[src/rtl/dpwm_pkg.sv]
package dpwm_pkg;
    localparam int DW   = 8;          // data width, also counter width
    localparam int NSEG = 1 << DW;    // segments per period

    typedef logic [DW-1:0] seg_t;
    typedef logic [DW-1:0] dat_t;

    // Bit k of the result is set when the lowest set bit of s sits at DW-1-k.
    function automatic dat_t train_mask(input seg_t s);
        dat_t m;
        logic found;
        m     = '0;
        found = 1'b0;
        for (int j = 0; j < DW; j++) begin
            if (s[j] && !found) begin
                m[DW-1-j] = 1'b1;
                found     = 1'b1;
            end
        end
        return m;
    endfunction
endpackage

[src/rtl/dpwm_seg_counter.sv]
module dpwm_seg_counter
    import dpwm_pkg::*;
(
    input  logic clk_i,
    input  logic rst_ni,
    input  logic tick_i,
    input  logic stop_i,
    output seg_t seg_o
);
    typedef struct packed {
        seg_t seg;
    } cnt_state_t;

    cnt_state_t st_d, st_q;

    always_comb begin
        st_d = st_q;
        if (tick_i && !stop_i) begin
            st_d.seg = st_q.seg + seg_t'(1);
        end
    end

    always_ff @(posedge clk_i or negedge rst_ni) begin
        if (!rst_ni) begin
            st_q <= '0;
        end else begin
            st_q <= st_d;
        end
    end

    assign seg_o = st_q.seg;
endmodule

[src/rtl/dpwm_regfile.sv]
module dpwm_regfile
    import dpwm_pkg::*;
#(
    parameter int NCH  = 8,
    localparam int SELW = (NCH > 1) ? $clog2(NCH) : 1
) (
    input  logic                clk_i,
    input  logic                rst_ni,
    input  logic                wr_en_i,
    input  logic [SELW-1:0]     wr_sel_i,
    input  dat_t                wr_data_i,
    input  logic [SELW-1:0]     rd_sel_i,
    output dat_t                rd_data_o,
    output logic [NCH-1:0][DW-1:0] data_o
);
    typedef struct packed {
        logic [NCH-1:0][DW-1:0] data;
    } reg_state_t;

    reg_state_t st_d, st_q;

    always_comb begin
        st_d = st_q;
        for (int n = 0; n < NCH; n++) begin
            if (wr_en_i && (int'(wr_sel_i) == n)) begin
                st_d.data[n] = wr_data_i;
            end
        end
    end

    always_ff @(posedge clk_i or negedge rst_ni) begin
        if (!rst_ni) begin
            st_q <= '0;
        end else begin
            st_q <= st_d;
        end
    end

    always_comb begin
        rd_data_o = '0;
        for (int n = 0; n < NCH; n++) begin
            if (int'(rd_sel_i) == n) begin
                rd_data_o = st_q.data[n];
            end
        end
    end

    assign data_o = st_q.data;
endmodule

[src/rtl/dpwm_out_stage.sv]
module dpwm_out_stage
    import dpwm_pkg::*;
#(
    parameter int NCH = 8
) (
    input  seg_t                   seg_i,
    input  logic [NCH-1:0][DW-1:0] data_i,
    input  logic [NCH-1:0]         en_i,
    input  logic                   inv_i,
    output logic [NCH-1:0]         pwm_o
);
    dat_t active_trains;

    assign active_trains = train_mask(seg_i);

    for (genvar n = 0; n < NCH; n++) begin : g_ch
        logic raw;
        assign raw      = |(data_i[n] & active_trains);
        assign pwm_o[n] = en_i[n] & (raw ^ inv_i);
    end
endmodule

[src/rtl/dpwm_bank.sv]
module dpwm_bank
    import dpwm_pkg::*;
#(
    parameter int NCH  = 8,
    localparam int SELW = (NCH > 1) ? $clog2(NCH) : 1
) (
    input  logic            clk_i,
    input  logic            rst_ni,
    input  logic            seg_tick_i,
    input  logic            cnt_stop_i,
    input  logic [NCH-1:0]  ch_en_i,
    input  logic            invert_i,
    input  logic            wr_en_i,
    input  logic [SELW-1:0] wr_sel_i,
    input  logic [7:0]      wr_data_i,
    input  logic [SELW-1:0] rd_sel_i,
    output logic [7:0]      rd_data_o,
    output logic [NCH-1:0]  pwm_o
);
    seg_t                   seg_cnt;
    logic [NCH-1:0][DW-1:0] ch_data;

    dpwm_seg_counter u_cnt (
        .clk_i  (clk_i),
        .rst_ni (rst_ni),
        .tick_i (seg_tick_i),
        .stop_i (cnt_stop_i),
        .seg_o  (seg_cnt)
    );

    dpwm_regfile #(.NCH(NCH)) u_regs (
        .clk_i     (clk_i),
        .rst_ni    (rst_ni),
        .wr_en_i   (wr_en_i),
        .wr_sel_i  (wr_sel_i),
        .wr_data_i (wr_data_i),
        .rd_sel_i  (rd_sel_i),
        .rd_data_o (rd_data_o),
        .data_o    (ch_data)
    );

    dpwm_out_stage #(.NCH(NCH)) u_out (
        .seg_i  (seg_cnt),
        .data_i (ch_data),
        .en_i   (ch_en_i),
        .inv_i  (invert_i),
        .pwm_o  (pwm_o)
    );
endmodule

[config.mk]
export PLATFORM = sky130hd
export DESIGN_NAME = dpwm_bank
export DESIGN_NICKNAME = d
export VERILOG_FILES = /design/src/rtl/dpwm_pkg.sv /design/src/rtl/dpwm_seg_counter.sv /design/src/rtl/dpwm_regfile.sv /design/src/rtl/dpwm_out_stage.sv /design/src/rtl/dpwm_bank.sv
export SDC_FILE = /design/constraint.sdc
export NUM_CORES = 1
export LEC_CHECK = 0
export BUFFER_PORTS_ARGS = -buffer_cell sky130_fd_sc_hd__buf_4
export CORE_MARGIN = 4
export CORE_UTILIZATION = 59
export DETAILED_ROUTE_END_ITERATION = 8
export PLACE_DENSITY = 0.88
export SETUP_SLACK_MARGIN = 0.5
export SLEW_MARGIN = 20
export SYNTH_ARGS = -nofsm -noshare
export SYNTH_HDL_FRONTEND = slang
export SYNTH_SLANG_ARGS = --single-unit
[constraint.sdc]
create_clock -name clk_i -period 3.1 [get_ports clk_i]
set_clock_uncertainty 0.1 [all_clocks]
set_input_delay 0.31 -clock clk_i [delete_from_list [all_inputs] [get_ports clk_i]]
set_output_delay 0.31 -clock clk_i [all_outputs]
set_load 0.05 [all_outputs]
# [Word level (Yosys, flattened, before mapping)]
# Cells that the tools add are included.
[totals] ff_bits=72 in_bits=28 out_inout_bits=16
[op_classes] add_sub_neg=1 eq_ne=14 n_reduce_logical=34 mux=22 n_bitwise=24
[op_table] cell="8-bit bitwise AND" count=8
[op_table] cell="8-bit two-way mux" count=8
[op_table] cell="8-bit OR reduction" count=8
[op_table] cell="3-bit == test, second input constant" count=8
[op_table] cell="1-bit logical AND" count=16
[op_table] cell="1-bit two-way mux" count=14
[op_table] cell="3-bit by 2-bit == test with 1-bit output, second input constant" count=4
[op_table] cell="8-bit by 1-bit adder with 8-bit output, second input constant" count=1
[op_table] cell="1-bit bitwise AND" count=8
[op_table] cell="1-bit zero test" count=8
[op_table] cell="1-bit XOR" count=8
[op_table] cell="3-bit by 1-bit == test with 1-bit output, second input constant" count=2
[op_table] cell="3-bit zero test" count=2

# [Depth between registers and ports, before layout]
[logic_depth] word_depth=26 mapped_depth=8 mapped_depth_nobuf=6

# [Hierarchy]
# Synthesis repeated with hierarchy kept, for this count alone.
[hier_totals] hier_cells=336 hier_area_um2=4227.8
[by_module_without_submodules] mod="dpwm_regfile" seq_area_each_um2=1601.5 area_each_um2=3002.9 instances=1 cells_per_inst=192
[by_module_without_submodules] mod="dpwm_out_stage" seq_area_each_um2=0.0 area_each_um2=860.8 instances=1 cells_per_inst=116
[by_module_without_submodules] mod="dpwm_seg_counter" seq_area_each_um2=200.2 area_each_um2=364.1 instances=1 cells_per_inst=28

# [Worst setup path before layout]
# OpenSTA, ideal clock, no wires.
[synth_path] path_type="register -> output" from="reg u_cnt.st_q, in the netlist u_cnt.seg_o[0]" to="out pwm_o[0]" arrival_time_ns=2.616 path_buffers=2 path_slack_ns=0.074 path_stages_with_launch=9 cell_sequence="dfrtp_1 clkbuf_1 inv_1 ha_1 or4b_1 buf_2 a211o_1 nand4_1 mux2i_1"
[synth_between] elab_chain_cells=26 word_cells_on_any_way=32
[synth_rtl] item="start: declaration" line_no="dpwm_seg_counter.sv:14" rtl="cnt_state_t st_d, st_q;"
[synth_rtl] item="start signal: assignment" line_no="dpwm_seg_counter.sv:27" rtl="st_q <= st_d;"
[synth_rtl] item="1-bit two-way mux (*)" line_no="dpwm_pkg.sv:15" rtl="if (s[j] && !found) begin"
[synth_rtl] item="1-bit zero test" line_no="dpwm_pkg.sv:15"
[synth_rtl] item="1-bit logical AND" line_no="dpwm_pkg.sv:15"
[synth_rtl] item="1-bit two-way mux" line_no="dpwm_pkg.sv:15"
[synth_rtl] item="1-bit zero test" line_no="dpwm_pkg.sv:15"
[synth_rtl] item="1-bit logical AND" line_no="dpwm_pkg.sv:15"
[synth_rtl] item="1-bit two-way mux" line_no="dpwm_pkg.sv:15"
[synth_rtl] item="1-bit zero test" line_no="dpwm_pkg.sv:15"
[synth_rtl] item="[... 10 more ...]"
[synth_rtl] item="1-bit two-way mux" line_no="dpwm_pkg.sv:15"
[synth_rtl] item="1-bit zero test" line_no="dpwm_pkg.sv:15"
[synth_rtl] item="1-bit logical AND" line_no="dpwm_pkg.sv:15"
[synth_rtl] item="1-bit two-way mux" line_no="dpwm_pkg.sv:15"
[synth_rtl] item="8-bit bitwise AND (*)" line_no="dpwm_out_stage.sv:18" rtl="assign raw = |(data_i[n] & active_trains);"
[synth_rtl] item="8-bit OR reduction (*)" line_no="dpwm_out_stage.sv:18"
[synth_rtl] item="1-bit XOR (*)" line_no="dpwm_out_stage.sv:19" rtl="assign pwm_o[n] = en_i[n] & (raw ^ inv_i);"
[synth_rtl] item="1-bit bitwise AND (*)" line_no="dpwm_out_stage.sv:19"
[synth_rtl] item="end: declaration" line_no="dpwm_bank.sv:18" rtl="output logic [NCH-1:0] pwm_o"
# Mark *: on every way between the ends. The rest lies on a longest branch, timed or not.

# [Worst setup path in the final report]
[layout_path] from="reg u_cnt.st_q, in the netlist u_cnt.seg_o[1]" to="out pwm_o[5]"
[layout_between] elab_chain_cells=24 word_cells_on_any_way=30
[layout_rtl] item="1-bit logical AND (*)" line_no="dpwm_pkg.sv:15"
[layout_rtl] item="1-bit two-way mux" line_no="dpwm_pkg.sv:15"
[layout_rtl] item="1-bit zero test" line_no="dpwm_pkg.sv:15"
[layout_rtl] item="1-bit logical AND" line_no="dpwm_pkg.sv:15"
[layout_rtl] item="1-bit two-way mux" line_no="dpwm_pkg.sv:15"
[layout_rtl] item="1-bit zero test" line_no="dpwm_pkg.sv:15"
[layout_rtl] item="1-bit logical AND" line_no="dpwm_pkg.sv:15"
[layout_rtl] item="1-bit two-way mux" line_no="dpwm_pkg.sv:15"
[layout_rtl] item="[... 8 more ...]"
[layout_rtl] item="1-bit two-way mux" line_no="dpwm_pkg.sv:15"
[layout_rtl] item="1-bit zero test" line_no="dpwm_pkg.sv:15"
[layout_rtl] item="1-bit logical AND" line_no="dpwm_pkg.sv:15"
[layout_rtl] item="1-bit two-way mux" line_no="dpwm_pkg.sv:15"
[layout_rtl] item="8-bit bitwise AND (*)" line_no="dpwm_out_stage.sv:18"
[layout_rtl] item="8-bit OR reduction (*)" line_no="dpwm_out_stage.sv:18"
[layout_rtl] item="1-bit XOR (*)" line_no="dpwm_out_stage.sv:19"
[layout_rtl] item="1-bit bitwise AND (*)" line_no="dpwm_out_stage.sv:19"
# Marked as above.

==> results.ini <==
[timing]
min_period_over_period_pct=93.6
max_freq_mhz=345
slew_viol_final=0
setup_repair_after_global_routing_missed_its_margin=yes
final.setup.tns_ns=0
finish_stage_setup_viols=0
maxSlewHeadroom_pct=35.2
final_hold_fails=38
tightestPinTransition_ns=0.967
finalCriticalPeriod_ns=2.90
holdWs_ns=-0.0153

[clock_tree]
h-tree-depth=3
worst_setup_hold_path_clk_slew_ns=0.07
ctsRootBufferMaster=sky130_fd_sc_hd__clkbuf_8
cts-root-to-sink-buffers=2
tritoncts_buffers=9
tritoncts=built
clock_sink_count=72
insertion_delay_ns=0.36
ctsHoldBuffers=0

[pwr]
vdd_ir_drop_max_uv=468
power.static_leakage_nw=1.97
power_per_cell_area_mw_per_mm2=764

[synth]
most_common_flop_cell_mapped_by_yosys=sky130_fd_sc_hd__dfrtp_1
netlist_top_cells_count=sky130_fd_sc_hd__dfrtp_1 (72), sky130_fd_sc_hd__mux2_2 (70), sky130_fd_sc_hd__nand2_1 (29)
synthSimpleGateAreaFrac_pct=13.6
ys_top_cells_by_area=sky130_fd_sc_hd__dfrtp_1 (45%), sky130_fd_sc_hd__mux2_2 (20%), sky130_fd_sc_hd__mux4_2 (6.7%)
synth.most_common_cell=sky130_fd_sc_hd__dfrtp_1
avgSynthCellArea_um2=12.2
syn-num-nets=361
yosys.area_share.adder_pct=0.931
synth_cell_type_count=34
synth_top_area_cell=sky130_fd_sc_hd__dfrtp_1
post_synth_edffs=0
synthDominantCellAreaShare_pct=44.7
post_synth_xor_area_fraction_pct=1.52
muxShareOfSynthArea_pct=28.7
seq_area_frac_synth_pct=44.7
ys_async_sr_fraction_pct=100
synthesized_area_mm2=0.00403
count_of_mapped_cells_out_of_synthesis=330
fraction_of_the_mapped_netlist_area_in_compound_gates_pct=7.45
total_of_warnings_raised_by_yosys=0
synth_top_family_by_area=multiplexers
yosys_register_bits=72

[place]
portBuffers=43
dp.cells=429
place.gp.congestion=1.01
final_hpwl_dp_um=7240

[global_route]
grt_max_degree=73
grt_use_met1_pct=33.6
met3_routing_resource_usage_after_global_routing_pct=8.08
grt_first_pass_wirelength_um=16600
grt_pass1_vias=3016
grt_overflow=0
grtUsageTotal_pct=26.8
grt_antenna_before_repair=0
grt.busiest_layer=met2
use_met2_pct=43.3

[floorplan]
die_h_um=90.7
die_x_um=90.7
design.die.area_mm2=0.00822
io-pin-count=44
row_count=29
initial_standard_cell_utilization_of_the_core_pct=62.1
floorplan.core_area_mm2=0.00649

[finish]
design.final.nets=396
flow.area_growth_from_synthesis_pct=18.1
post_route_cells_drive_above_1_share_pct=44.2
layout.core_utilization_pct=73.3
finish.cell_count_without_fillers=446
ant_diodes=0

[drt]
post_drt_wl_per_cell_um=23.8
count_of_unresolved_drc_violations_after_routing=0
drt-initial-drc-count=297
detail_route.wirelength_um=10600
route.vias.total=3061
route.antenna.remaining_nets=0
detailedRoute.firstPassIterationCount=5
post_drt_via_cell_ratio=6.86

[setup_path]
maximum_fanout_encountered_on_the_critical_timing_path=8
worst_setup_path_end_kind=output port
cp-startpoint=u_cnt.seg_o[1]
r2r_start=u_cnt.seg_o[5]
worstPathArrival_ns=2.49
cp-start-kind=flop
critPathRequiredTime_ns=2.69
critPathKind=flop to output port

[worst_hold_path]
min_path_type=primary input to async pin

[flow_run]
max_cap_viol_count=0

[outcome]
failed_checks=hold timing
outcome=finished with violations

repair_timing:
item	4_1_cts	5_1_grt
resized for setup	14	0
pin swaps	8	4
setup buffers	2	0
setup endpoints to repair	8	8
stage by stage:
step / power [mW] / area (um2) / setup slack [ns]
after global routing: 3.78 / 4760 / 0.166
after floorplan: 2.35 / 4130 / 0.526
after detailed placement: 2.71 / 4460 / 0.0712
after CTS: 3.61 / 4760 / 0.250
final: 3.64 / 4760 / 0.199
after global placement: 2.65 / 4460 / 0.230
cell usage in the layout, fill, tap and decap left out, drive strengths merged, types with 2 or more instances in the layout:
cell     count
dfrtp       72
mux2        70
buf         48
nand2       29
mux4        12
nand4       12
a22o        10
clkbuf      10
mux2i       10
nand2b       9
a221oi       8
nand3b       8
a211o        8
nand3        8
nor2b        5
and3b        5
o21ai        5
xnor2        5
o211ai       4
inv          4
nand4b       3
ha           3
and3         2
a2bb2oi      2
nor3         2
nor3b        2
nor2         2
xor2         2
bufinv       2
clkinv       2
final timing paths:
check / endpoint / slack, ns / depth (start not counted)
worst max register to register: u_cnt.seg_o[7] / 1.64 / 3
worst min register to register: u_regs.data_o[49] / 0.43 / 1
worst max-delay path: pwm_o[5] / 0.20 / 7
max in group asynchronous: u_regs.data_o[5] / 2.35 / 1
min in group clk_i: u_regs.data_o[29] / 0.15 / 2
worst min-delay path: u_regs.data_o[25] / -0.02 / 1
per-layer routing:
layer / routed length, um / vias up
li1: - / 1305
met1: 4130 / 1564
met2: 5250 / 145
met3: 817 / 47
met4: 432 / 0
met5: 0 / -
worst max-delay path, stage by stage, from the launching register on:
cell and delay [ns]:
sky130_fd_sc_hd__dfrtp_1 0.39, sky130_fd_sc_hd__buf_4 0.15, sky130_fd_sc_hd__ha_1 0.27, sky130_fd_sc_hd__a22o_1 0.28, sky130_fd_sc_hd__a221oi_1 0.36, sky130_fd_sc_hd__nand4_1 0.26
sky130_fd_sc_hd__mux2i_4 0.23, sky130_fd_sc_hd__buf_6 0.19
logic make-up after synthesis:
kind of cell             Yosys count
AO/OA/AOI/OAI                     37
XOR/XNOR                           7
adder cells (fa/ha/maj)            3
buffers and inverters             28
flip-flops                        72
multiplexers                      92
AND/OR/NAND/NOR                   91
flip-flops by register name, indices dropped and copies added, names as in the netlist:
signal         flops
u_cnt.seg_o        8
u_regs.data_o     64
final cells by class:
class | instances | area [um2]
Clock buffer | 10 | 138
Clock inverter | 5 | 81.3
Fill cell | 429 | 1740
Inverter | 4 | 15.0
Multi-Input combinational cell | 230 | 2240
Sequential cell | 72 | 1800
Tap cell | 77 | 96.3
Timing Repair Buffer | 48 | 390
where the power goes:
part | switching (mW) | internal [mW] | total [mW] | leakage, nW
clock network | 0.349 | 0.470 | 0.819 | 0.108
logic | 0.726 | 0.683 | 1.41 | 0.989
registers | 0.249 | 1.16 | 1.41 | 0.871
total | 1.32 | 2.31 | 3.64 | 1.97
No activity file was read; power rests on OpenSTA's default activity.
